$ cat src/rtl/tmr_pkg.sv
package tmr_pkg;
  typedef enum logic [2:0] {
    SM_INTCLK  = 3'd0,
    SM_QUAD_B  = 3'd1,
    SM_QUAD_A  = 3'd2,
    SM_QUAD_AB = 3'd3,
    SM_RESTART = 3'd4,
    SM_GATE    = 3'd5,
    SM_START   = 3'd6,
    SM_EXTCLK  = 3'd7
  } slave_mode_e;

  localparam logic [1:0] A_CTRL   = 2'd0;
  localparam logic [1:0] A_MODE   = 2'd1;
  localparam logic [1:0] A_COUNT  = 2'd2;
  localparam logic [1:0] A_RELOAD = 2'd3;

  localparam int B_RUN  = 0;
  localparam int B_DOWN = 4;
  localparam int B_BUF  = 7;
  localparam int B_TSEL = 4;
endpackage

$ cat src/rtl/tmr_sync_edge.sv
module tmr_sync_edge #(
  parameter int N = 6
) (
  input  logic         clk,
  input  logic         rst_n,
  input  logic [N-1:0] din,
  output logic [N-1:0] lvl,
  output logic [N-1:0] rise,
  output logic [N-1:0] tog
);
  for (genvar i = 0; i < N; i++) begin : g_bit
    logic [2:0] pipe_q;
    always_ff @(posedge clk or negedge rst_n) begin
      if (!rst_n) pipe_q <= '0;
      else        pipe_q <= {pipe_q[1:0], din[i]};
    end
    assign lvl[i]  = pipe_q[1];
    assign rise[i] = pipe_q[1] & ~pipe_q[2];
    assign tog[i]  = pipe_q[1] ^ pipe_q[2];
  end
endmodule

$ cat src/rtl/tmr_quad.sv
module tmr_quad
  import tmr_pkg::*;
(
  input  slave_mode_e mode,
  input  logic        a_lvl,
  input  logic        b_lvl,
  input  logic        a_tog,
  input  logic        b_tog,
  output logic        step,
  output logic        up
);
  always_comb begin
    step = 1'b0;
    up   = 1'b1;
    unique case (mode)
      SM_QUAD_B: begin
        step = b_tog;
        up   = (b_lvl == a_lvl);
      end
      SM_QUAD_A: begin
        step = a_tog;
        up   = (a_lvl != b_lvl);
      end
      SM_QUAD_AB: begin
        step = a_tog | b_tog;
        up   = a_tog ? (a_lvl != b_lvl) : (b_lvl == a_lvl);
      end
      default: ;
    endcase
  end
endmodule

$ cat src/rtl/tmr_counter.sv
module tmr_counter #(
  parameter int W = 16
) (
  input  logic         clk,
  input  logic         rst_n,
  input  logic         tick,
  input  logic         down,
  input  logic         restart,
  input  logic         cnt_wr,
  input  logic         arr_wr,
  input  logic         buffered,
  input  logic [W-1:0] wdata,
  output logic [W-1:0] cnt,
  output logic [W-1:0] arr_shadow,
  output logic [W-1:0] arr_act,
  output logic         upd
);
  localparam logic [W-1:0] ONE = W'(1);

  logic [W-1:0] cnt_n, shd_n, act_n;
  logic         upd_n;

  always_comb begin
    cnt_n = cnt;
    shd_n = arr_shadow;
    act_n = arr_act;
    upd_n = 1'b0;
    if (arr_wr) begin
      shd_n = wdata;
      if (!buffered) act_n = wdata;
    end
    if (cnt_wr) begin
      cnt_n = wdata;
    end else if (restart) begin
      cnt_n = down ? arr_act : '0;
    end else if (tick) begin
      if (down) begin
        if (cnt == '0) begin
          cnt_n = shd_n;
          act_n = shd_n;
          upd_n = 1'b1;
        end else begin
          cnt_n = cnt - ONE;
        end
      end else begin
        if (cnt == arr_act) begin
          cnt_n = '0;
          act_n = shd_n;
          upd_n = 1'b1;
        end else begin
          cnt_n = cnt + ONE;
        end
      end
    end
  end

  always_ff @(posedge clk or negedge rst_n) begin
    if (!rst_n) begin
      cnt        <= '0;
      arr_shadow <= '1;
      arr_act    <= '1;
      upd        <= 1'b0;
    end else begin
      cnt        <= cnt_n;
      arr_shadow <= shd_n;
      arr_act    <= act_n;
      upd        <= upd_n;
    end
  end
endmodule

$ cat src/rtl/slave_timer.sv
module slave_timer
  import tmr_pkg::*;
#(
  parameter int W     = 16,
  parameter int NTRIG = 4
) (
  input  logic             clk,
  input  logic             rst_n,
  input  logic             bus_we,
  input  logic [1:0]       bus_addr,
  input  logic [W-1:0]     bus_wdata,
  output logic [W-1:0]     bus_rdata,
  input  logic [NTRIG-1:0] trig_in,
  input  logic             enc_a,
  input  logic             enc_b,
  output logic             upd_evt
);
  localparam int TSW  = (NTRIG > 1) ? $clog2(NTRIG) : 1;
  localparam int NSYN = NTRIG + 2;

  logic rs1_q, rs2_q, rst_i;
  always_ff @(posedge clk or negedge rst_n) begin
    if (!rst_n) begin
      rs1_q <= 1'b0;
      rs2_q <= 1'b0;
    end else begin
      rs1_q <= 1'b1;
      rs2_q <= rs1_q;
    end
  end
  assign rst_i = rs2_q;

  logic [NSYN-1:0] lvl, rise, tog;
  tmr_sync_edge #(.N(NSYN)) u_sync (
    .clk(clk), .rst_n(rst_i), .din({enc_b, enc_a, trig_in}),
    .lvl(lvl), .rise(rise), .tog(tog)
  );

  logic        en_q, dir_q, buf_q;
  slave_mode_e mode_q;
  logic [TSW-1:0] tsel_q;
  logic        en_n, dir_n, buf_n;
  slave_mode_e mode_n;
  logic [TSW-1:0] tsel_n;

  logic ctrl_wr, mode_wr, cnt_wr, arr_wr;
  assign ctrl_wr = bus_we && (bus_addr == A_CTRL);
  assign mode_wr = bus_we && (bus_addr == A_MODE);
  assign cnt_wr  = bus_we && (bus_addr == A_COUNT);
  assign arr_wr  = bus_we && (bus_addr == A_RELOAD);

  logic gate_lvl, trig_rise;
  assign gate_lvl  = lvl[tsel_q];
  assign trig_rise = rise[tsel_q];

  logic q_step, q_up;
  tmr_quad u_quad (
    .mode(mode_q), .a_lvl(lvl[NTRIG]), .b_lvl(lvl[NTRIG+1]),
    .a_tog(tog[NTRIG]), .b_tog(tog[NTRIG+1]), .step(q_step), .up(q_up)
  );

  always_comb begin
    en_n   = en_q;
    dir_n  = dir_q;
    buf_n  = buf_q;
    mode_n = mode_q;
    tsel_n = tsel_q;
    if (ctrl_wr) begin
      en_n  = bus_wdata[B_RUN];
      dir_n = bus_wdata[B_DOWN];
      buf_n = bus_wdata[B_BUF];
    end
    if (mode_wr) begin
      mode_n = slave_mode_e'(bus_wdata[2:0]);
      tsel_n = bus_wdata[B_TSEL +: TSW];
    end
    if (mode_q == SM_START && trig_rise) en_n = 1'b1;
  end

  always_ff @(posedge clk or negedge rst_i) begin
    if (!rst_i) begin
      en_q   <= 1'b0;
      dir_q  <= 1'b0;
      buf_q  <= 1'b0;
      mode_q <= SM_INTCLK;
      tsel_q <= '0;
    end else begin
      en_q   <= en_n;
      dir_q  <= dir_n;
      buf_q  <= buf_n;
      mode_q <= mode_n;
      tsel_q <= tsel_n;
    end
  end

  logic tick, step_down, restart;
  always_comb begin
    unique case (mode_q)
      SM_QUAD_B, SM_QUAD_A, SM_QUAD_AB: tick = en_q & q_step;
      SM_GATE:                          tick = en_q & gate_lvl;
      SM_EXTCLK:                        tick = en_q & trig_rise;
      default:                          tick = en_q;
    endcase
  end
  assign step_down = (mode_q inside {SM_QUAD_B, SM_QUAD_A, SM_QUAD_AB}) ? ~q_up : dir_q;
  assign restart   = (mode_q == SM_RESTART) && trig_rise;

  logic [W-1:0] cnt, arr_shadow, arr_act;
  tmr_counter #(.W(W)) u_cnt (
    .clk(clk), .rst_n(rst_i), .tick(tick), .down(step_down),
    .restart(restart), .cnt_wr(cnt_wr), .arr_wr(arr_wr),
    .buffered(buf_q), .wdata(bus_wdata), .cnt(cnt),
    .arr_shadow(arr_shadow), .arr_act(arr_act), .upd(upd_evt)
  );

  always_comb begin
    bus_rdata = '0;
    unique case (bus_addr)
      A_CTRL: begin
        bus_rdata[B_RUN]  = en_q;
        bus_rdata[B_DOWN] = dir_q;
        bus_rdata[B_BUF]  = buf_q;
      end
      A_MODE: begin
        bus_rdata[2:0]          = mode_q;
        bus_rdata[B_TSEL +: TSW] = tsel_q;
      end
      A_COUNT:  bus_rdata = cnt;
      default:  bus_rdata = arr_shadow;
    endcase
  end
endmodule

$ cat config.mk
export PLATFORM = sky130hd
export DESIGN_NAME = slave_timer
export DESIGN_NICKNAME = d
export VERILOG_FILES = /design/src/rtl/tmr_pkg.sv /design/src/rtl/tmr_sync_edge.sv /design/src/rtl/tmr_quad.sv /design/src/rtl/tmr_counter.sv /design/src/rtl/slave_timer.sv
export SDC_FILE = /design/constraint.sdc
export NUM_CORES = 1
export LEC_CHECK = 0
export BUFFER_PORTS_ARGS = -buffer_cell sky130_fd_sc_hd__buf_4
export CAP_MARGIN = 20
export CORE_MARGIN = 4
export CORE_UTILIZATION = 50
export DETAILED_ROUTE_END_ITERATION = 8
export PLACE_DENSITY = 0.71
export SLEW_MARGIN = 10
export SYNTH_ARGS = -nofsm -noshare
export SYNTH_HDL_FRONTEND = slang
export SYNTH_SLANG_ARGS = --single-unit
$ cat constraint.sdc
create_clock -name clk -period 2.2 [get_ports clk]
set_clock_uncertainty 0.1 [all_clocks]
set_input_delay 0 -clock clk [delete_from_list [all_inputs] [get_ports clk]]
set_output_delay 0 -clock clk [all_outputs]
set_load 0.1 [all_outputs]
Word level (Yosys, flattened, before mapping) --
Cells that the tools add are included.
Word-level totals: register bits 77, logic and storage cells 102
Cells by class: add/sub/neg operators 2, $lt $le $gt $ge 1, equality and inequality tests 13, mux-type cells 41, bitwise operators 15, reduce and logical (&&, ||, !) cells 13
Operators by type and width (number):
- $mux 16 | 16
- $pmux 1 s3 | 7
- $add 16x1->16 const B | 1
- $eq 16x16->1 | 1
- $logic_not 16->1 | 1
- $pmux 8 s2 | 1
- $sub 16x1->16 const B | 1
- $eq 3x3->1 const B | 4
- $mux 1 | 12
- $and 1x1->1 | 7
- $eq 3x2->1 const B | 2
- $logic_and 1x1->1 | 6
- $pmux 2 s3 | 1
- $reduce_bool 3->1 | 2
- $not 1->1 | 5
- $bmux 1 s2 | 2
- $eq 2x2->1 const B | 2
- $lt 2x4->1 const B | 1
- $pmux 1 s2 | 2
- $eq 3x1->1 const B | 1
- $reduce_or 3->1 | 1
- $eq 2x1->1 const B | 1
- $logic_not 2->1 | 1
- $reduce_bool 2->1 | 1
- other kinds (5) | 6

Depth between registers and ports, before layout --
Gate-level depths: netlist of the first run.
depth in word-level cells 9, gate-level depth with buffers 10

Hierarchy --
Synthesis of the first run repeated with hierarchy kept, for this count alone.
Unflattened totals: cell total of the unflattened synthesis 515, area total of the unflattened synthesis 5031.1 sq um
Modules (own cells, without submodules):
- tmr_counter | times used 1, cells an instance 383, area each 3525.9 sq um, seq. area each 1266.2 sq um
- slave_timer | times used 1, cells an instance 82, area each 834.6 sq um, seq. area each 250.2 sq um
- tmr_sync_edge | times used 1, cells an instance 42, area each 615.6 sq um, seq. area each 450.4 sq um
- tmr_quad | times used 1, cells an instance 8, area each 55.1 sq um, seq. area each 0.0 sq um

Worst setup path before layout of the first run --
Ideal clock, no wire load.
kind reg2out, start point register u_cnt.cnt[7], end point output bus_rdata[7], arrival 2.716 ns, slack -0.616 ns, cell stages (with the launch flop) 4, path buffers 1, cells stage by stage dfrtp_1 -> buf_2 -> mux2i_1 -> o21ai_0
Between the ends: longest elaborated chain between the ends 1
RTL lines:
- start: declaration | line tmr_counter.sv:13 | output logic [W-1:0] cnt,
- start signal: assignment | line tmr_counter.sv:64 | cnt <= cnt_n;
- $pmux 1 s3 | line slave_timer.sv:118 | unique case (bus_addr)
- end: declaration | line slave_timer.sv:12 | output logic [W-1:0] bus_rdata,
No other way between the ends.

Final worst setup path of the first run --
start point register u_cnt.arr_act[8], end point register u_cnt.arr_act[13]
Between the ends: longest elaborated chain between the ends 6
RTL lines:
- start: declaration | line tmr_counter.sv:15 | output logic [W-1:0] arr_act,
- start signal: assignment | line tmr_counter.sv:66 | arr_act <= act_n;
- $eq 16x16->1 | line tmr_counter.sv:46 | if (cnt == arr_act) begin
- $mux 16 | line tmr_counter.sv:46
- $mux 16 | line tmr_counter.sv:37 | if (down) begin
- $mux 16 | line tmr_counter.sv:36 | end else if (tick) begin
- $mux 16 | line tmr_counter.sv:34 | end else if (restart) begin
- $mux 16 | line tmr_counter.sv:32 | if (cnt_wr) begin
- via u_cnt.act_n[13] | line tmr_counter.sv:20 | logic [W-1:0] cnt_n, shd_n, act_n;
The timed path passes the listed nets, and every way through them passes these cells. A chain may end at the register's enable or synchronous reset.

==> out/metrics.yaml, run 1 <==
outcome:
  outcome: "complete, but fails checks"
  violations: "setup timing"
floorplanning:
  rows: 36
  die_h_um: 108
  core_area_um2: 9770
  die_x_um: 108
  start_util_pct: 51.2
  ios: 44
  dieArea_um2: 11700
clock_tree:
  cts_buffers: 9
  cts-root-buf: "clkbuf_8"
  cts_tree: "yes"
  worst_skew_pair.late_latency_ns: 0.38
  cts_buffer_depth: 2
  cts.clk_slew.worst_paths_ns: 0.10
  htreeDepth: 3
  clkSinkCount: 77
timing:
  max_freq_ghz: 0.409
  worst_pin_slew_ns: 0.639
  hold_violations: 0
  period_share_pct: 111
  timing.final.ws_setup_ns: -0.247
  rsz0062_at_grt: "true"
  period_minus_slack_ns: 2.45
  whs_ns: 0.0367
  relSlewSlack_pct: 57.4
  slew_violations: 0
  setup_viol: 33
power_and_ir_drop:
  vdd_drop_max_uv: 708
  power_density_nw_per_um2: 1110
  leakage_uw: 0.00320
route:
  route.detailed.drc: 0
  wl_per_cell_um: 21.1
  drt_iter0_markers: 320
  drtAntennaViolNets: 0
  vias: 4726
  dr.pass1.iters: 5
  finalWirelength_um: 16700
  vias_per_cell: 5.98
worst_setup_path:
  end_kind: "register"
  critPathMaxFanout: 6
  cp_slowest_cell: "dfstp_2"
  cp_cell_sequence: "xnor2_2, nand4_1, nor4_4, mux2i_2, or3_4, buf_16, mux2_4"
  cp-start-kind: "register"
  cp.required_ns: 2.41
  slowest_delay_ns: 0.57
  worstPathArrival_ns: 2.66
  path_class: "reg -> reg"
global_route:
  overflow: 0
  grt_pass1_wl_um: 26400
  grt_antenna_before_repair: 0
  grt_pass1_vias: 4872
  track_usage_pct: 29.8
  grt_max_degree: 49
synth:
  synth_cells: 483
  yosysWarnings: 0
  ys_ff_latch: 77
  syn_avg_cell_area_um2: 10.4
  synth.net_count: 513
  synthFlopType: "dfrtp_1"
  yosysSeqAreaShare_pct: 39.3
  ys_async_sr_fraction_pct: 100
  synth.distinct_cells: 72
  synth.cell_area_um2: 5010
  synth-edff-count: 0
place:
  io_buffers: 43
  globalplace.congestion: 0.996
  dp_hpwl_um: 11900
  dp.cells: 732
final_layout:
  most-common-layout-cells: "buf_4, dfrtp_1, mux2i_1, dfstp_2, mux2_2"
  diodes: 0
  areaGrowthSynthToFinish_pct: 40.6
  final_common_cell: "buf_4"
  stdcell_count: 790
  nNetsFinal: 682
  drive_gt1_share_pct: 46.6
flow_run:
  drv_cap: 0
min_path:
  hold_class: "in -> reg"
[stage by stage]
step                      util (%)  area (µm²)  setup WS (ns)  total power, µW  setup TNS, ns
after detailed placement      63.9        6240         -0.309             6260          -6.79
after floorplan                  -        5070         -0.232             4700          -2.80
final                         72.0        7040         -0.247             7790          -5.97
after global placement        63.9        6240         -0.259             6190          -5.18
after global routing          72.0        7040         -0.332             8190          -9.06
after CTS                     70.6        6900         -0.215             7560          -5.15
[cells in the mapped netlist (all sizes together), types with 5 or more instances]
cell type	count	area [µm²]
and3	8	50.1
nand4	12	81.3
nor3	7	35.0
a31oi	9	56.3
mux2i	38	380
dfstp	32	841
inv	13	48.8
nor2	19	78.8
a21oi	12	60.1
xor2	12	105
mux2	36	413
o21ai	14	70.1
buf	15	96.3
dfrtp	45	1130
o211ai	5	37.5
nand3	14	70.1
a32oi	5	43.8
clkbuf	23	86.3
nor2b	16	100
nand2b	5	31.3
xnor2	30	263
o31ai	6	45.0
nand2	26	97.6
nor4	6	71.3
[critical path: cells and delay by family, from the launching register on]
kind,cells,cell delay [ns]
buf+inv,1,0.17
mux,2,0.44
xor+xnor,1,0.12
simple gates,3,0.98
flops,1,0.57
[power by group]
group | internal, µW | leakage (µW) | total (µW) | switching, µW
Sequential | 1830 | 0.000862 | 2210 | 373
Clock | 454 | 0.000100 | 1120 | 665
Combinational | 2060 | 0.00224 | 4470 | 2410
Total | 4350 | 0.00320 | 7790 | 3450
[worst paths after layout]
path / startpoint / end / slack (ns) / cells after the start
min in group asynchronous: rs2_q / u_cnt.cnt[0] / 0.26 / 0
min: bus_addr[0] / u_cnt.arr_shadow[1] / 0.04 / 3
max reg2reg: u_cnt.arr_act[8] / u_cnt.arr_act[13] / -0.25 / 7
min reg2reg: u_sync.g_bit[0].pipe_q[0] / u_sync.g_bit[0].pipe_q[1] / 0.25 / 0
max in group asynchronous: rs2_q / u_cnt.arr_act[12] / 1.09 / 1
max: u_cnt.arr_act[8] / u_cnt.arr_act[13] / -0.25 / 7
[registers in the layout (all words and copies together) (netlist names)]
register	flops
buf_q	1
dir_q	1
mode_q	3
rs2_q	1
tsel_q	2
u_sync.g_bit.pipe_q	18
rs1_q	1
u_cnt.cnt	16
en_q	1
u_cnt.arr_shadow	16
u_cnt.upd	1
u_cnt.arr_act	16
[repair_timing]
action                                  CTS  global route
endpoints found under the setup margin   33            33
pin swaps                                16             8
cloned                                    1             0
hold endpoints to repair                 62             0
setup buffers                            13             4
gates resized for setup                  27            22
hold buffers                             25             0
[cells by family after synthesis]
| logic type | count (synthesis) | synth area share, % |
|---|---|---|
| XOR/XNOR | 42 | 7.35 |
| flip-flops | 77 | 39.3 |
| AO/OA/AOI/OAI | 95 | 14.7 |
| AND/OR/NAND/NOR | 138 | 16.5 |
| adder cells (fa/ha/maj) | 3 | 0.750 |
| multiplexers | 76 | 16.7 |
| other | 1 | 0.0749 |
| buffers and inverters | 51 | 4.62 |
[area by class of cell]
type,count,area [µm²]
Multi-Input combinational cell,355,3020
Fill cell,735,2730
Sequential cell,77,1970
Timing Repair Buffer,196,1630
Tap cell,133,166
Clock buffer,9,124
Clock inverter,7,77.6
Inverter,13,48.8
[layer usage]
layer	track usage [%]	up-vias	wire, µm
met5	0	-	0
met4	12.7	0	563
met3	6.93	42	1380
met2	45.5	217	7520
met1	40.8	2336	7190
li1	-	2131	-
Note: power is estimated with default switching activity, not from simulation.
==> inputs of run 2 (changes only) <==
--- a/config.mk
+++ b/config.mk
@@ -7,10 +7,12 @@
 export LEC_CHECK = 0
 export BUFFER_PORTS_ARGS = -buffer_cell sky130_fd_sc_hd__buf_4
 export CAP_MARGIN = 20
+export CELL_PAD_IN_SITES_DETAIL_PLACEMENT = 1
+export CELL_PAD_IN_SITES_GLOBAL_PLACEMENT = 1
 export CORE_MARGIN = 4
-export CORE_UTILIZATION = 50
+export CORE_UTILIZATION = 43
 export DETAILED_ROUTE_END_ITERATION = 8
-export PLACE_DENSITY = 0.71
+export PLACE_DENSITY = 0.77
 export SLEW_MARGIN = 10
 export SYNTH_ARGS = -nofsm -noshare
 export SYNTH_HDL_FRONTEND = slang
==> run 2 against run 1 <==
Net effect: the flow still finishes with violations (setup timing); routed wire length is 62% higher; maximum frequency is 12% lower; register-to-register slack worse by 0.35 ns; first-iteration DRC count is 62% higher; sequential power is 3% higher; critical path depth is 1 higher; worst setup slack worse by 0.35 ns; clock power is 50% higher; power is 24% higher; flip-flop and latch count stayed put; non-clock buffer count is 29 higher; cell area is 12% higher; largest cell class unchanged.
==> out/metrics.yaml, run 2 (synthesis results as in run 1) <==
global_route:
  track_usage_pct: 36.8  # was 29.8%
  grt_pass1_vias: 5963  # was 4872
  grt_max_degree: 45  # was 49
  overflow: 0  # unchanged
  grt_antenna_before_repair: 0  # unchanged
  grt_pass1_wl_um: 36300  # was 26400 µm
final_layout:
  post-route-util_pct: 68.8  # was 72.0%
  nNetsFinal: 711  # was 682
  drive_gt1_share_pct: 54.7  # was 46.6%
  stdcell_count: 829  # was 790
  areaGrowthSynthToFinish_pct: 57.0  # was 40.6%
  diodes: 0  # unchanged
  final_common_cell: "buf_4"  # unchanged
  most-common-layout-cells: "buf_4, dfrtp_1, mux2i_1, dfstp_2, mux2_2"  # unchanged
  largest_register_ffs: 18  # unchanged
  top_register: "u_sync.g_bit.pipe_q"  # unchanged
route:
  drt_iter0_markers: 517  # was 320
  dr.pass1.iters: 5  # unchanged
  finalWirelength_um: 27000  # was 16700 µm
  drtAntennaViolNets: 0  # unchanged
  vias: 5557  # was 4726
  vias_per_cell: 6.70  # was 5.98
  wl_per_cell_um: 32.6  # was 21.1 µm
  route.detailed.drc: 0  # unchanged
worst_setup_path:
  cp-start-kind: "register"  # unchanged
  path_class: "reg -> reg"  # unchanged
  cp.required_ns: 2.39  # was 2.41 ns
  r2r-start: "u_cnt.arr_act[15]"  # was u_cnt.arr_act[8]
  cp_slowest_cell: "dfstp_2"  # unchanged
  cp-startpoint: "u_cnt.arr_act[15]"  # was u_cnt.arr_act[8]
  end_kind: "register"  # unchanged
  cp_cell_sequence: "xnor2_1, nand4_1, nor4_4, mux2i_1, or3_4, buf_16, buf_6, mux2i_2"  # was xnor2_2, nand4_1, nor4_4, mux2i_2, or3_4, buf_16, mux2_4
  slowest_delay_ns: 0.57  # about the same
  worstPathArrival_ns: 2.98  # was 2.66 ns
  critPathMaxFanout: 5  # was 6
clock_tree:
  htreeDepth: 3  # unchanged
  cts_tree: "yes"  # unchanged
  worst_skew_pair.late_latency_ns: 0.37  # was 0.38 ns
  cts.clk_slew.worst_paths_ns: 0.08  # was 0.10 ns
  cts-root-buf: "clkbuf_16"  # was clkbuf_8
  cts_buffer_depth: 2  # unchanged
  clkSinkCount: 77  # unchanged
  cts_buffers: 9  # unchanged
place:
  globalplace.congestion: 0.990  # was 0.996
  dp.cells: 743  # was 732
  io_buffers: 43  # unchanged
  dp_hpwl_um: 13800  # was 11900 µm
timing:
  hold_violations: 0  # unchanged
  rsz0062_at_grt: "true"  # unchanged
  relSlewSlack_pct: 35.1  # was 57.4%
  max_freq_ghz: 0.358  # was 0.409 GHz
  slew_violations: 0  # unchanged
  period_share_pct: 127  # was 111%
  timing.final.ws_setup_ns: -0.593  # was -0.247 ns
  period_minus_slack_ns: 2.79  # was 2.45 ns
  worst_pin_slew_ns: 0.971  # was 0.639 ns
  setup_viol: 33  # unchanged
power_and_ir_drop:
  vdd_drop_max_uv: 888  # was 708 µV
  p_int_uw: 5170  # was 4350 µW
  pwr-share-clk_pct: 17.3  # was 14.4%
  leakage_uw: 0.00350  # was 0.00320 µW
  seq_power_share_pct: 23.6  # was 28.3%
  combPwrFrac_pct: 59.1  # was 57.3%
  total_power_uw: 9680  # was 7790 µW
  power_density_nw_per_um2: 1230  # was 1110 nW/µm²
  p_sw_uw: 4510  # was 3450 µW
  netSwitchingFraction_pct: 46.6  # was 44.2%
floorplanning:
  die_h_um: 116  # was 108 µm
  start_util_pct: 43.8  # was 51.2%
  die_x_um: 116  # was 108 µm
  ios: 44  # unchanged
  dieArea_um2: 13400  # was 11700 µm²
  core_area_um2: 11400  # was 9770 µm²
  rows: 39  # was 36
outcome:
  outcome: "complete, but fails checks"  # unchanged
  violations: "setup timing"  # unchanged
min_path:
  hold_class: "in -> reg"  # unchanged
  hp-start: "trig_in[0]"  # was bus_addr[0]
flow_run:
  drv_cap: 0  # unchanged
## run 2: cell types whose count changed in the layout (fill, tap and decap cells not counted), moves of 5 or more
cell       delta
buf_6        +16
buf_4         +9
clkbuf_16     +9
clkbuf_8      -9
o21ai_0       -5
## run 2: power groups by stage
| stage | logic (µW) | clock network [µW] | registers (µW) |
|---|---|---|---|
| floorplan | 2670 | 0 | 2030 |
| global placement | 4040 | 0 | 2180 |
| detailed placement | 4160 | 0 | 2210 |
| CTS | 4700 | 1640 | 2190 |
| global route | 5820 | 1750 | 2310 |
| finish | 5720 | 1680 | 2280 |
## run 2: layer usage
metal	wire, µm	share of wire (%)	track usage (%)
met3	2210	8.2	5.95
met4	2090	7.8	22.7
met2	12800	47	61.3
met5	0	0	0
met1	9940	37	44.5
## run 2: final cells by class
type	instances	area, µm²
timing repair buffer	225	1950
tap	143	179
fill	1139	3560
sequential	77	1980
clock inverter	7	88.8
clock buffer	9	225
multi-input combinational	355	3390
inverter	13	48.8
## run 2: path summary, 6_finish.rpt
path / to / cells past startpoint / slack (ns)
worst max-delay path: u_cnt.arr_act[14] / 8 / -0.59
worst min-delay path: u_sync.g_bit[0].pipe_q[0] / 2 / 0.18
worst max register to register: u_cnt.arr_act[14] / 8 / -0.59
worst min register to register: buf_q / 0 / 0.19
max in group asynchronous: u_cnt.arr_shadow[3] / 1 / 1.10
min in group asynchronous: buf_q / 0 / 0.19
## run 2: timing repair
| action | in CTS | in global routing |
|---|---|---|
| hold buffers | 25 | 0 |
| gates resized for setup | 81 | 64 |
| buffers inserted | 32 | 17 |
| pin swaps | 23 | 22 |
| endpoints found under the setup margin | 33 | 33 |
| endpoints found under the hold margin | 62 | 0 |
| cloned | 1 | 0 |
## run 2: stage by stage
stage	instance area, µm²	hold WS [ns]	TNS [ns]	setup WS [ns]
floorplan	5070	-0.396	-2.80	-0.232
global placement	6250	-0.318	-4.69	-0.278
detailed placement	6250	-0.315	-9.22	-0.391
CTS	7490	0.139	-5.50	-0.249
global route	7860	0.189	-14.97	-0.594
finish	7860	0.181	-14.41	-0.593
## run 2: worst max-delay path, delay by kind of cell, from the launching register on
kind	cells	cell delay (ns)
mux	2	0.39
flops	1	0.57
simple gates	3	1.12
buf+inv	2	0.30
xor+xnor	1	0.24
==> inputs of run 3 (changes only) <==
--- a/config.mk
+++ b/config.mk
@@ -16,4 +16,5 @@
 export SLEW_MARGIN = 10
 export SYNTH_ARGS = -nofsm -noshare
 export SYNTH_HDL_FRONTEND = slang
+export SYNTH_HIERARCHICAL = 1
 export SYNTH_SLANG_ARGS = --single-unit
==> run 3 against run 2 <==
Net effect: the flow still finishes with violations (setup timing); non-clock buffer count fell by 39; utilization decreased by 5.4 points; critical endpoint is now u_cnt/cnt[1]; power fell by 3.7%.
==> out/metrics.yaml, run 3 <==
timing:
  timing.final.ws_setup_ns: -0.381  # was -0.593 ns
  whs_ns: 0.137  # was 0.181 ns
  period_minus_slack_ns: 2.58  # was 2.79 ns
  worst_pin_slew_ns: 0.680  # was 0.971 ns
  rsz0062_at_grt: "true"  # unchanged
  setup_viol: 33  # unchanged
  hold_violations: 0  # unchanged
  period_share_pct: 117  # was 127%
  slew_violations: 0  # unchanged
  max_freq_ghz: 0.387  # was 0.358 GHz
  relSlewSlack_pct: 54.6  # was 35.1%
global_route:
  grt_max_degree: 48  # was 45
  overflow: 0  # unchanged
  grt_pass1_wl_um: 29300  # was 36300 µm
  grt_antenna_before_repair: 0  # unchanged
  grt_pass1_vias: 5175  # was 5963
  track_usage_pct: 29.0  # was 36.8%
clock_tree:
  cts_buffer_depth: 2  # unchanged
  cts.clk_slew.worst_paths_ns: 0.07  # was 0.08 ns
  cts_buffers: 9  # unchanged
  cts-root-buf: "clkbuf_16"  # unchanged
  cts_tree: "yes"  # unchanged
  htreeDepth: 3  # unchanged
  clkSinkCount: 77  # unchanged
  worst_skew_pair.late_latency_ns: 0.36  # was 0.37 ns
floorplanning:
  rows: 39  # unchanged
  die_x_um: 116  # about the same
  dieArea_um2: 13500  # was 13400 µm²
  start_util_pct: 43.9  # was 43.8%
  core_area_um2: 11400  # unchanged
  ios: 44  # unchanged
  die_h_um: 116  # about the same
final_layout:
  areaGrowthSynthToFinish_pct: 44.5  # was 57.0%
  top_register: "u_sync/g_bit.pipe_q"  # was u_sync.g_bit.pipe_q
  diodes: 0  # unchanged
  largest_register_ffs: 18  # unchanged
  drive_gt1_share_pct: 49.0  # was 54.7%
  most-common-layout-cells: "buf_4, dfrtp_1, mux2i_1, dfstp_2"  # was buf_4, dfrtp_1, mux2i_1, dfstp_2, mux2_2
  final_common_cell: "buf_4"  # unchanged
  nNetsFinal: 700  # was 711
  post-route-util_pct: 63.5  # was 68.8%
flow_run:
  drv_cap: 0  # unchanged
worst_setup_path:
  cp-start-kind: "register"  # unchanged
  path_class: "reg -> reg"  # unchanged
  critPathMaxFanout: 9  # was 5
  worstPathArrival_ns: 2.69  # was 2.98 ns
  cp.required_ns: 2.31  # was 2.39 ns
  end_kind: "register"  # unchanged
synth:
  synth.net_count: 547  # was 513
  yosysWarnings: 6  # was 0
  syn_avg_cell_area_um2: 9.82  # was 10.4 µm²
  synth_cells: 511  # was 483
  synth.cell_area_um2: 5020  # was 5010 µm²
outcome:
  violations: "setup timing"  # unchanged
  outcome: "complete, but fails checks"  # unchanged
route:
  drtAntennaViolNets: 0  # unchanged
  dr.pass1.iters: 5  # unchanged
  finalWirelength_um: 20200  # was 27000 µm
  vias: 4750  # was 5557
  wl_per_cell_um: 24.9  # was 32.6 µm
  vias_per_cell: 5.85  # was 6.70
  route.detailed.drc: 0  # unchanged
  drt_iter0_markers: 330  # was 517
power_and_ir_drop:
  power_density_nw_per_um2: 1290  # was 1230 nW/µm²
  leakage_uw: 0.00309  # was 0.00350 µW
  vdd_drop_max_uv: 834  # was 888 µV
min_path:
  hold_class: "in -> reg"  # unchanged
place:
  globalplace.congestion: 0.954  # was 0.990
  dp_hpwl_um: 12500  # was 13800 µm
  io_buffers: 43  # unchanged
==> run 3: worst paths after layout <==
check,from,to,slack (ns),depth (start not counted)
worst max-delay path,u_cnt/arr_act[10],u_cnt/cnt[1],-0.38,7
worst min-delay path,bus_we,en_q,0.14,4
worst max register to register,u_cnt/arr_act[10],u_cnt/cnt[1],-0.38,7
worst min register to register,u_sync/g_bit[2].pipe_q[0],u_sync/g_bit[2].pipe_q[1],0.25,0
max in group asynchronous,rs2_q,u_cnt/arr_act[14],1.08,1
min in group asynchronous,rs2_q,mode_q[1],0.26,0
==> run 3: timing repair <==
action,CTS,global route
pin swaps,9,21
hold endpoints to repair,64,0
setup endpoints to repair,33,33
gates cloned,3,2
hold buffers,24,0
resized for setup,43,73
setup buffers,9,8
==> run 3: per-layer routing <==
layer / track usage [%] / up-vias / share of wire [%]
met4: 12.4 / 0 / 4.0
met2: 49.2 / 194 / 50
met1: 35.8 / 2380 / 40
met5: 0 / - / 0
met3: 5.85 / 62 / 6.7
li1: - / 2114 / -
==> run 3: report_power, final <==
part	internal (µW)	switching, µW	leakage (µW)
Clock	832	679	0.000131
Sequential	1950	467	0.000878
Combinational	2370	3030	0.00208
==> run 3: worst max-delay path, cell delays in order (launching register included) <==
cell	delay, ns
dfstp_2	0.54
xnor2_1	0.18
nand4_1	0.28
o41ai_4	0.61
buf_6	0.23
mux2i_1	0.10
o21ai_1	0.22
o211ai_1	0.17
==> run 3: metrics by stage <==
stage | TNS [ns] | power, µW | area [µm²] | setup WS (ns) | cells
6_report | -7.82 | 9320 | 7250 | -0.381 | 812
4_1_cts | -6.30 | 8680 | 6940 | -0.234 | 805
3_3_place_gp | -3.34 | 6600 | 6070 | -0.207 | 753
5_1_grt | -11.16 | 9720 | 7250 | -0.492 | 812
3_5_place_dp | -6.79 | 6790 | 6070 | -0.420 | 753
2_1_floorplan | -0.158 | 5060 | 5050 | -0.0477 | 511
==> run 3: area by class of cell <==
cell class,count,area [µm²]
timing repair buffer,186,1600
tap,143,179
fill,1224,4170
multi-input combinational,356,3070
sequential,77,1970
inverter,34,133
clock buffer,12,256
clock inverter,4,31.3
